--- src/rtl/tmr_pkg.sv ---
package tmr_pkg;

    localparam int BYTE_W   = 8;
    localparam int PS_W     = 2;
    localparam int PCNT_W   = (1 << PS_W) - 1;
    localparam int TICK_DIV = 4;

    typedef enum logic [1:0] {
        REG_LO   = 2'd0,
        REG_HI   = 2'd1,
        REG_CTL  = 2'd2,
        REG_NONE = 2'd3
    } reg_sel_e;

    // Stored control fields; bit 7 (flag) and bit 6 (reserved) live elsewhere.
    typedef struct packed {
        logic            trig_en;
        logic [PS_W-1:0] psel;
        logic            fast_ext;
        logic            src_ext;
        logic            run;
    } ctl_t;

    localparam int CTL_W = $bits(ctl_t);

    function automatic logic [PCNT_W-1:0] ps_last(input logic [PS_W-1:0] sel);
        logic [PCNT_W-1:0] one;
        one = PCNT_W'(1);
        return (one << sel) - one;
    endfunction

endpackage

--- src/rtl/tmr_tick_src.sv ---
module tmr_tick_src
    import tmr_pkg::*;
#(
    parameter int INT_DIV = TICK_DIV
) (
    input  logic clk,
    input  logic rst,
    input  logic ext_clk,
    input  logic src_ext,
    input  logic fast_ext,
    output logic tick
);
    localparam int DIV_W = (INT_DIV > 1) ? $clog2(INT_DIV) : 1;

    logic [DIV_W-1:0] div_q;
    logic             int_tick;
    logic [2:0]       sync_q;
    logic [1:0]       fast_q;
    logic             sync_edge;
    logic             fast_edge;

    // Free-running instruction-rate divider
    always_ff @(posedge clk) begin
        if (rst) begin
            div_q <= '0;
        end else if (div_q == DIV_W'(INT_DIV - 1)) begin
            div_q <= '0;
        end else begin
            div_q <= div_q + DIV_W'(1);
        end
    end

    assign int_tick = (div_q == DIV_W'(INT_DIV - 1));

    // Synchronized path: two flops, then an edge register
    always_ff @(posedge clk) begin
        if (rst) begin
            sync_q <= '0;
            fast_q <= '0;
        end else begin
            sync_q <= {sync_q[1:0], ext_clk};
            fast_q <= {fast_q[0], ext_clk};
        end
    end

    assign sync_edge = sync_q[1] & ~sync_q[2];
    assign fast_edge = fast_q[0] & ~fast_q[1];

    always_comb begin
        if (!src_ext) begin
            tick = int_tick;
        end else if (fast_ext) begin
            tick = fast_edge;
        end else begin
            tick = sync_edge;
        end
    end

    // internal ticks are isolated single-cycle strobes
    a_r2_int_tick_gap: assert property (@(posedge clk) disable iff (rst)
        int_tick |=> !int_tick);

    // a synchronized edge is preceded by a fast-path edge one cycle earlier
    a_r4_sync_follows_fast: assert property (@(posedge clk) disable iff (rst)
        fast_edge |=> sync_edge);

endmodule

--- src/rtl/tmr_prescaler.sv ---
module tmr_prescaler
    import tmr_pkg::*;
(
    input  logic            clk,
    input  logic            rst,
    input  logic            clr,
    input  logic            en,
    input  logic [PS_W-1:0] psel,
    output logic            fire
);
    logic [PCNT_W-1:0] pcnt_q;
    logic [PCNT_W-1:0] last;

    assign last = ps_last(psel);
    assign fire = en && (pcnt_q == last);

    always_ff @(posedge clk) begin
        if (rst || clr) begin
            pcnt_q <= '0;
        end else if (en) begin
            if (pcnt_q == last) begin
                pcnt_q <= '0;
            end else begin
                pcnt_q <= pcnt_q + PCNT_W'(1);
            end
        end
    end

    // the partial count never exceeds the current divisor's range
    a_r10_pcnt_in_range: assert property (@(posedge clk) disable iff (rst)
        pcnt_q <= last);

    // a clear empties the prescaler
    a_r10_clr_empties: assert property (@(posedge clk) disable iff (rst)
        clr |=> (pcnt_q == '0));

endmodule

--- src/rtl/tmr_count_core.sv ---
module tmr_count_core
    import tmr_pkg::*;
(
    input  logic              clk,
    input  logic              rst,
    input  logic              wr_lo,
    input  logic              wr_hi,
    input  logic              rd_lo,
    input  logic [BYTE_W-1:0] wdata,
    input  logic              trig_hit,
    input  logic              inc,
    input  logic              ovf_clr,
    output logic [2*BYTE_W-1:0] cnt,
    output logic [BYTE_W-1:0] hi_buf,
    output logic              ovf
);
    localparam int CNT_W = 2 * BYTE_W;

    logic wrap;

    assign wrap = inc && !wr_lo && !trig_hit && (cnt == {CNT_W{1'b1}});

    // Priority: byte load, then trigger clear, then increment
    always_ff @(posedge clk) begin
        if (rst) begin
            cnt <= '0;
        end else if (wr_lo) begin
            cnt <= {hi_buf, wdata};
        end else if (trig_hit) begin
            cnt <= '0;
        end else if (inc) begin
            cnt <= cnt + CNT_W'(1);
        end
    end

    always_ff @(posedge clk) begin
        if (rst) begin
            hi_buf <= '0;
        end else if (wr_hi) begin
            hi_buf <= wdata;
        end else if (rd_lo) begin
            hi_buf <= cnt[CNT_W-1 -: BYTE_W];
        end
    end

    // Rollover wins over a same-cycle clear
    always_ff @(posedge clk) begin
        if (rst) begin
            ovf <= 1'b0;
        end else if (wrap) begin
            ovf <= 1'b1;
        end else if (ovf_clr) begin
            ovf <= 1'b0;
        end
    end

    a_r6_wrap_sets_flag: assert property (@(posedge clk) disable iff (rst)
        wrap |=> ovf);

    a_r6_flag_sticky: assert property (@(posedge clk) disable iff (rst)
        (ovf && !ovf_clr) |=> ovf);

    a_r7_trig_zeroes: assert property (@(posedge clk) disable iff (rst)
        (trig_hit && !wr_lo) |=> (cnt == '0));

    a_r8_read_captures_high: assert property (@(posedge clk) disable iff (rst)
        (rd_lo && !wr_hi) |=> (hi_buf == $past(cnt[CNT_W-1 -: BYTE_W])));

endmodule

--- src/rtl/tmr16_periph.sv ---
module tmr16_periph
    import tmr_pkg::*;
(
    input  logic              clk,
    input  logic              rst,
    input  logic [1:0]        bus_addr,
    input  logic              bus_wr,
    input  logic              bus_rd,
    input  logic [BYTE_W-1:0] bus_wdata,
    output logic [BYTE_W-1:0] bus_rdata,
    input  logic              ext_clk,
    input  logic              cmp_trig,
    output logic              ovf_irq
);
    localparam int CNT_W = 2 * BYTE_W;

    reg_sel_e          sel;
    ctl_t              ctl_q;
    ctl_t              ctl_wr;
    logic              wr_lo, wr_hi, wr_ctl, rd_lo;
    logic              presc_clr;
    logic              trig_hit;
    logic              tick;
    logic              fire;
    logic              ovf;
    logic [CNT_W-1:0]  cnt;
    logic [BYTE_W-1:0] hi_buf;

    assign sel    = reg_sel_e'(bus_addr);
    assign wr_lo  = bus_wr && (sel == REG_LO);
    assign wr_hi  = bus_wr && (sel == REG_HI);
    assign wr_ctl = bus_wr && (sel == REG_CTL);
    assign rd_lo  = bus_rd && (sel == REG_LO);
    assign ctl_wr = ctl_t'(bus_wdata[CTL_W-1:0]);

    assign presc_clr = wr_lo || wr_hi || (wr_ctl && (ctl_wr.psel != ctl_q.psel));
    assign trig_hit  = cmp_trig && ctl_q.trig_en;

    always_ff @(posedge clk) begin
        if (rst) begin
            ctl_q <= '0;
        end else if (wr_ctl) begin
            ctl_q <= ctl_wr;
        end
    end

    tmr_tick_src #(.INT_DIV(TICK_DIV)) u_tick (
        .clk      (clk),
        .rst      (rst),
        .ext_clk  (ext_clk),
        .src_ext  (ctl_q.src_ext),
        .fast_ext (ctl_q.fast_ext),
        .tick     (tick)
    );

    tmr_prescaler u_presc (
        .clk  (clk),
        .rst  (rst),
        .clr  (presc_clr),
        .en   (tick && ctl_q.run),
        .psel (ctl_q.psel),
        .fire (fire)
    );

    tmr_count_core u_core (
        .clk      (clk),
        .rst      (rst),
        .wr_lo    (wr_lo),
        .wr_hi    (wr_hi),
        .rd_lo    (rd_lo),
        .wdata    (bus_wdata),
        .trig_hit (trig_hit),
        .inc      (fire),
        .ovf_clr  (wr_ctl && !bus_wdata[BYTE_W-1]),
        .cnt      (cnt),
        .hi_buf   (hi_buf),
        .ovf      (ovf)
    );

    assign ovf_irq = ovf;

    always_comb begin
        bus_rdata = '0;
        if (bus_rd) begin
            unique case (sel)
                REG_LO:   bus_rdata = cnt[BYTE_W-1:0];
                REG_HI:   bus_rdata = hi_buf;
                REG_CTL:  bus_rdata = {ovf, 1'b0, ctl_q};
                REG_NONE: bus_rdata = '0;
            endcase
        end
    end

    // with run off and no load or trigger, the count holds
    a_r5_run_off_holds: assert property (@(posedge clk) disable iff (rst)
        (!ctl_q.run && !wr_lo && !trig_hit) |=> (cnt == $past(cnt)));

    // a trigger with the enable clear leaves the count alone unless ticks arrive
    a_r7_trig_masked: assert property (@(posedge clk) disable iff (rst)
        (cmp_trig && !ctl_q.trig_en && !fire && !wr_lo) |=> (cnt == $past(cnt)));

    // a high-byte write never disturbs the live count
    a_r9_hi_write_count_kept: assert property (@(posedge clk) disable iff (rst)
        (wr_hi && !fire && !trig_hit) |=> (cnt == $past(cnt)));

endmodule

--- config.mk ---
export PLATFORM = sky130hd
export DESIGN_NAME = tmr16_periph
export DESIGN_NICKNAME = d
export VERILOG_FILES = /design/src/rtl/tmr_pkg.sv /design/src/rtl/tmr_tick_src.sv /design/src/rtl/tmr_prescaler.sv /design/src/rtl/tmr_count_core.sv /design/src/rtl/tmr16_periph.sv
export SDC_FILE = /design/constraint.sdc
export NUM_CORES = 1
export LEC_CHECK = 0
export BUFFER_PORTS_ARGS = -buffer_cell sky130_fd_sc_hd__buf_2
export CAP_MARGIN = 20
export CORE_MARGIN = 4
export CORE_UTILIZATION = 35
export CTS_BUF_LIST = sky130_fd_sc_hd__clkbuf_8
export DETAILED_ROUTE_END_ITERATION = 12
export PLACE_DENSITY = 0.57
export SKIP_CTS_REPAIR_TIMING = 1
export SYNTH_ARGS = -nofsm -noshare
export SYNTH_HDL_FRONTEND = slang
export SYNTH_SLANG_ARGS = --single-unit
export TNS_END_PERCENT = 100
--- constraint.sdc ---
create_clock -name clk -period 1.7 [get_ports clk]
set_clock_uncertainty 0.15 [all_clocks]
set_input_delay 0.255 -clock clk [delete_from_list [all_inputs] [get_ports clk]]
set_output_delay 0.255 -clock clk [all_outputs]
set_load 0.02 [all_outputs]
* Yosys cells after proc, flatten, opt, wreduce, memory -nomap -nowiden
Cells that the tools add are included.
Word-level totals: register bits 41, logic and storage cells 63, output and inout port bits 9, input bits 16
Operators by class: mux-type cells 12, add/subtract/negate cells 4, shift operators 1, bitwise logic cells 4, equality and inequality tests 7, reduce and logical (&&, ||, !) cells 23
Operators with widths (number):
- two-way mux 16 bit | 3
- case mux 8 bit (4 select lines) | 1
- two-way mux 8 bit | 3
- adder 16 x 1 -> 16 bit, second input constant | 1
- equality test 16 bit, second input constant | 1
- logical AND 1 bit | 12
- equality test 2 bit, second input constant | 3
- two-way mux 1 bit | 4
- nonzero test 2 bit | 2
- adder 3 x 1 -> 3 bit, second input constant | 1
- equality test 3 bit | 1
- zero test 1 bit | 3
- logical OR 1 bit | 3
- two-way mux 3 bit | 1
- nonzero test 3 bit | 1
- left shift 1 x 2 -> 3 bit, first input constant | 1
- subtractor 3 x 1 -> 3 bit, second input constant | 1
- adder 2 x 1 -> 2 bit, second input constant | 1
- bitwise AND 1 bit | 2
- equality test 2 x 1 -> 1 bit, second input constant | 1
- zero test 2 bit | 1
- != test 2 bit | 1
- inverter 1 bit | 2
- OR reduction 2 bit | 1

* Longest topological paths before layout
depth after elaboration 10, mapped depth 8

* Modules after synthesis
From an unflattened synthesis, not the netlist that was laid out.
Unflattened totals: cell total of the unflattened synthesis 282, area, all modules 2334.7 um^2
By module, submodules not included:
- tmr_count_core | instances 1, area each 1447.6 um^2, sequential area each 500.5 um^2, cells each 183
- tmr16_periph | instances 1, area each 514.2 um^2, sequential area each 120.1 um^2, cells each 63
- tmr_prescaler | instances 1, area each 202.7 um^2, sequential area each 60.1 um^2, cells each 21
- tmr_tick_src | instances 1, area each 170.2 um^2, sequential area each 100.1 um^2, cells each 15

* Least setup slack after synthesis
OpenSTA, ideal clock, no wires.
path kind register to register, start register ctl_q[4] in the netlist's numbering, end register u_core.cnt[4], period minus slack after synthesis 1875 ps, data required time 1433 ps, cell stages (with the launch flop) 7, data arrival time 1607 ps, setup slack -175 ps, path through dfxtp_1 > or3_4 > o22ai_2 > o211a_1 > buf_6 > nand4_1 > a32o_1
On the way: word-level cells in the longest chain between the ends 5
Ends and longest elaborated chain:
- start, declared | line tmr16_periph.sv:18 | ctl_t ctl_q;
- start signal, assigned | line tmr16_periph.sv:43 | ctl_q <= ctl_wr;
- left shift 1 x 2 -> 3 bit | line tmr_pkg.sv:29 | return (one << sel) - one;
- subtractor 3 x 1 -> 3 bit | line tmr_pkg.sv:29
- equality test 3 bit | line tmr_prescaler.sv:15 | assign fire = en && (pcnt_q == last);
- logical AND 1 bit | line tmr_prescaler.sv:15
- nonzero test 3 bit (no source line)
- end signal, assigned | line tmr_count_core.sv:28 | cnt <= {hi_buf, wdata};
- end signal, assigned | line tmr_count_core.sv:32 | cnt <= cnt + CNT_W'(1);
- end, declared | line tmr_count_core.sv:13 | output logic [2*BYTE_W-1:0] cnt,
Every way passes these cells. A chain may end at the register's enable or synchronous reset.

* Worst setup path in the final report
start register ctl_q[4] in the netlist's numbering, end register u_core.cnt[0]
Same word-level chain as after synthesis.

==> results.toml <==
[yosys]
synth_compound_area_share_pct = 22.8
netlist_top_cells_area = "dfxtp_1 33%, mux2i_1 7.2%, nand2_1 6.3%"
syn_inst = 274
yosysTopAreaCell = "dfxtp_1"
avgSynthCellArea_um2 = 8.68
synth_top_family_by_area = "simple AND/OR/NAND/NOR gates"
synth_xor_xnor_area_share_pct = 2.58
synth_ff_type = "dfxtp_1"
synth_commonest_cells = "40 x nand2_1, 39 x dfxtp_1, 19 x nor2_1"
synthMuxAreaShare_pct = 7.16
yosys_warnings = 0
yosysMostFrequentCell = "nand2_1"
ys_types = 51
synth_top_area_share_pct = 32.8
synth_nets = 293
yosysSeqAreaShare_pct = 32.8
syn-cell-area_um2 = 2380
synthArstFlopShare_pct = 0
synth_edf_count = 0
synth-adder-area-share_pct = 1.58
synth-simple-area-share_pct = 27.1
ys_ff_latch = 39

[grt]
grt_pass1_wl_um = 11400
grt_start_max_net_pins = 25
grt_usage_pct = 17.4
antenna_found_initial = 0
overflow = 0
grt_pass1_vias = 2211

[cells_and_area]
drive_above_1_share_pct = 37.2
utilization_pct = 49.1
area_delta_synth_final_pct = 33.3
nNetsFinal = 362
n_fill_cell = 635
final_area_um2 = 3170
n_antenna_cell = 0

[outcome]
violations = "setup timing"
status = "finished with violations"

[clocking]
cts.sinks = 39
cts_buffers = 5
cts_max_level = 2
clock_path_buffers = 2
cts_tree = "built"
cts_root_buffer = "clkbuf_8"
cts.clk_slew.worst_paths_ns = 0.08
worstSkewPairLatency_ns = 0.29

[route]
drtIter0Drc = 91
drc = 0
via_per_inst = 5.46
wl_um = 7250
num_vias = 2299
drtPass1Iterations = 4
ant_nets = 0
wl_per_cell_um = 17.2

[floorplan]
initial_core_util_pct = 36.8
fp.coreArea_um2 = 6460
num_rows = 29
dieWidth_um = 90.4
die-area_um2 = 8170
ios = 25
die-height_um = 90.4

[setup_path]
reg2reg_depth = 7
critPathLaunch = "ctl_q[4]$_SDFFE_PP0P_"
r2r-start = "ctl_q[4]$_SDFFE_PP0P_"
crit_arrival_ns = 1.91
crit_path_end_kind = "flop"
required_ns = 1.74
worstSetupPathType = "flop to flop"
r2r-end = "u_core.cnt[0]$_SDFFE_PP0P_"
r2r_slack_ns = -0.18
startpoint_type = "flop"
cp_max_fo = 7
critPathCapture = "u_core.cnt[0]$_SDFFE_PP0P_"

[pwr]
p_clk_share_pct = 31.0
p_comb_share_pct = 18.0
internal_power_mw = 1.39
ir_drop_uv = 424
p_per_area_nw_per_um2 = 604
swShare_pct = 27.6
pwr-share-seq_pct = 51.0
p_sw_uw = 528
power.leakage_nw = 1.28

[sta]
rsz0062_at_grt = "yes"
period_needed_ns = 1.88
setup_viol = 18
period_share_pct = 110
tightest_slew_ns = 0.638
slew_headroom_pct = 57.3
fmax_mhz = 532
worst_slack_ns = -0.178
hold_violations = 0
slew_violations = 0
whs_ns = 0.0255

[flow_run]
max_cap_viol_count = 0

[placement]
dp_hpwl_um = 5270
place_area_um2 = 2880
post-place-ws_ns = -0.194
gp_congestion = 0.826
io_buffers = 24

[worst_hold_path]
min_path_type = "primary input to flop"
## cell usage in the layout, fill, tap and decap left out, types with 5 or more instances in the layout
cell type,netlist,layout
dfxtp_1,39,28
nand2_1,40,39
o21ai_0,11,5
clkbuf_8,2,5
nor3_2,6,5
mux2i_1,17,15
a22oi_1,6,6
buf_4,2,44
o21ai_1,1,7
buf_2,4,18
a211oi_2,5,5
nand4_1,7,7
a21oi_1,10,10
a211oi_1,7,7
and2_1,9,8
buf_6,2,13
nand3_1,14,11
dfxtp_2,0,11
o31ai_1,5,5
a32o_1,8,8
nor2_1,19,19
## stage by stage
step / instances / setup TNS [ns] / power, mW
after floorplan: 274 / -0.732 / 1.17
after global placement: 405 / -1.98 / 1.31
after detailed placement: 405 / -2.19 / 1.31
after CTS: 413 / -2.67 / 1.92
after global routing: 421 / -3.90 / 2.03
final: 421 / -2.42 / 1.91
## worst min path at each step
stage / endpoint / from / depth (start not counted)
CTS: u_tick.fast_q[0]$_SDFF_PP0_ / ext_clk / 2
finish: u_tick.fast_q[0]$_SDFF_PP0_ / ext_clk / 2
detailed placement: u_tick.div_q[0]$_SDFF_PP0_ / u_tick.div_q[0]$_SDFF_PP0_ / 1
floorplan: u_tick.fast_q[0]$_SDFF_PP0_ / ext_clk / 1
global route: u_tick.fast_q[0]$_SDFF_PP0_ / ext_clk / 2
global placement: u_tick.div_q[0]$_SDFF_PP0_ / u_tick.div_q[0]$_SDFF_PP0_ / 1
## power groups by stage
stage / Clock [mW] / Sequential, mW / Combinational, mW
global placement: 0 / 0.993 / 0.312
CTS: 0.636 / 0.972 / 0.316
detailed placement: 0 / 0.993 / 0.315
floorplan: 0 / 0.992 / 0.180
finish: 0.593 / 0.977 / 0.344
global route: 0.675 / 0.981 / 0.374
## cell families (layout without fill, tap and decap cells)
group                      after synthesis  in the layout
adders and majority gates                3              3
xor gates and xnor gates                 7              7
AOI/OAI and AO/OA                       68             68
buffers and inverters                   20             90
muxes                                   17             17
DFF                                     39             39
and+or+nand+nor                        120            120
## final cells by class
type	instances	area (um^2)	share of cell area (%)
clock buffer	5	68.8	2.17
timing repair buffer	80	663	20.9
multi-input combinational	215	1530	48.1
clock inverter	3	12.5	0.395
inverter	2	7.51	0.237
tap	77	96.3	3.04
sequential	39	795	25.1
## worst max-delay path, cell delays in order, from the launching register on
cell and delay (ns):
dfxtp_2 0.32, or3_4 0.41, o22ai_4 0.20, o211a_4 0.23, buf_12 0.14, buf_4 0.14, nand3_2 0.07, o211a_1 0.11
## registers in the layout (all words and copies together) (netlist names)
signal,flops
ctl_q,6
u_core.cnt,16
u_core.hi_buf,8
u_core.ovf,1
u_presc.pcnt_q,3
u_tick.div_q,2
u_tick.fast_q,1
u_tick.sync_q,2
## per-layer routing
layer	vias up	wire, um	track usage (%)
met5	-	0	0
met4	0	116	5.48
met3	11	284	3.67
met2	48	3330	27.9
met1	1092	3520	23.3
li1	1148	-	-
Note: power is estimated with default switching activity, not from simulation.
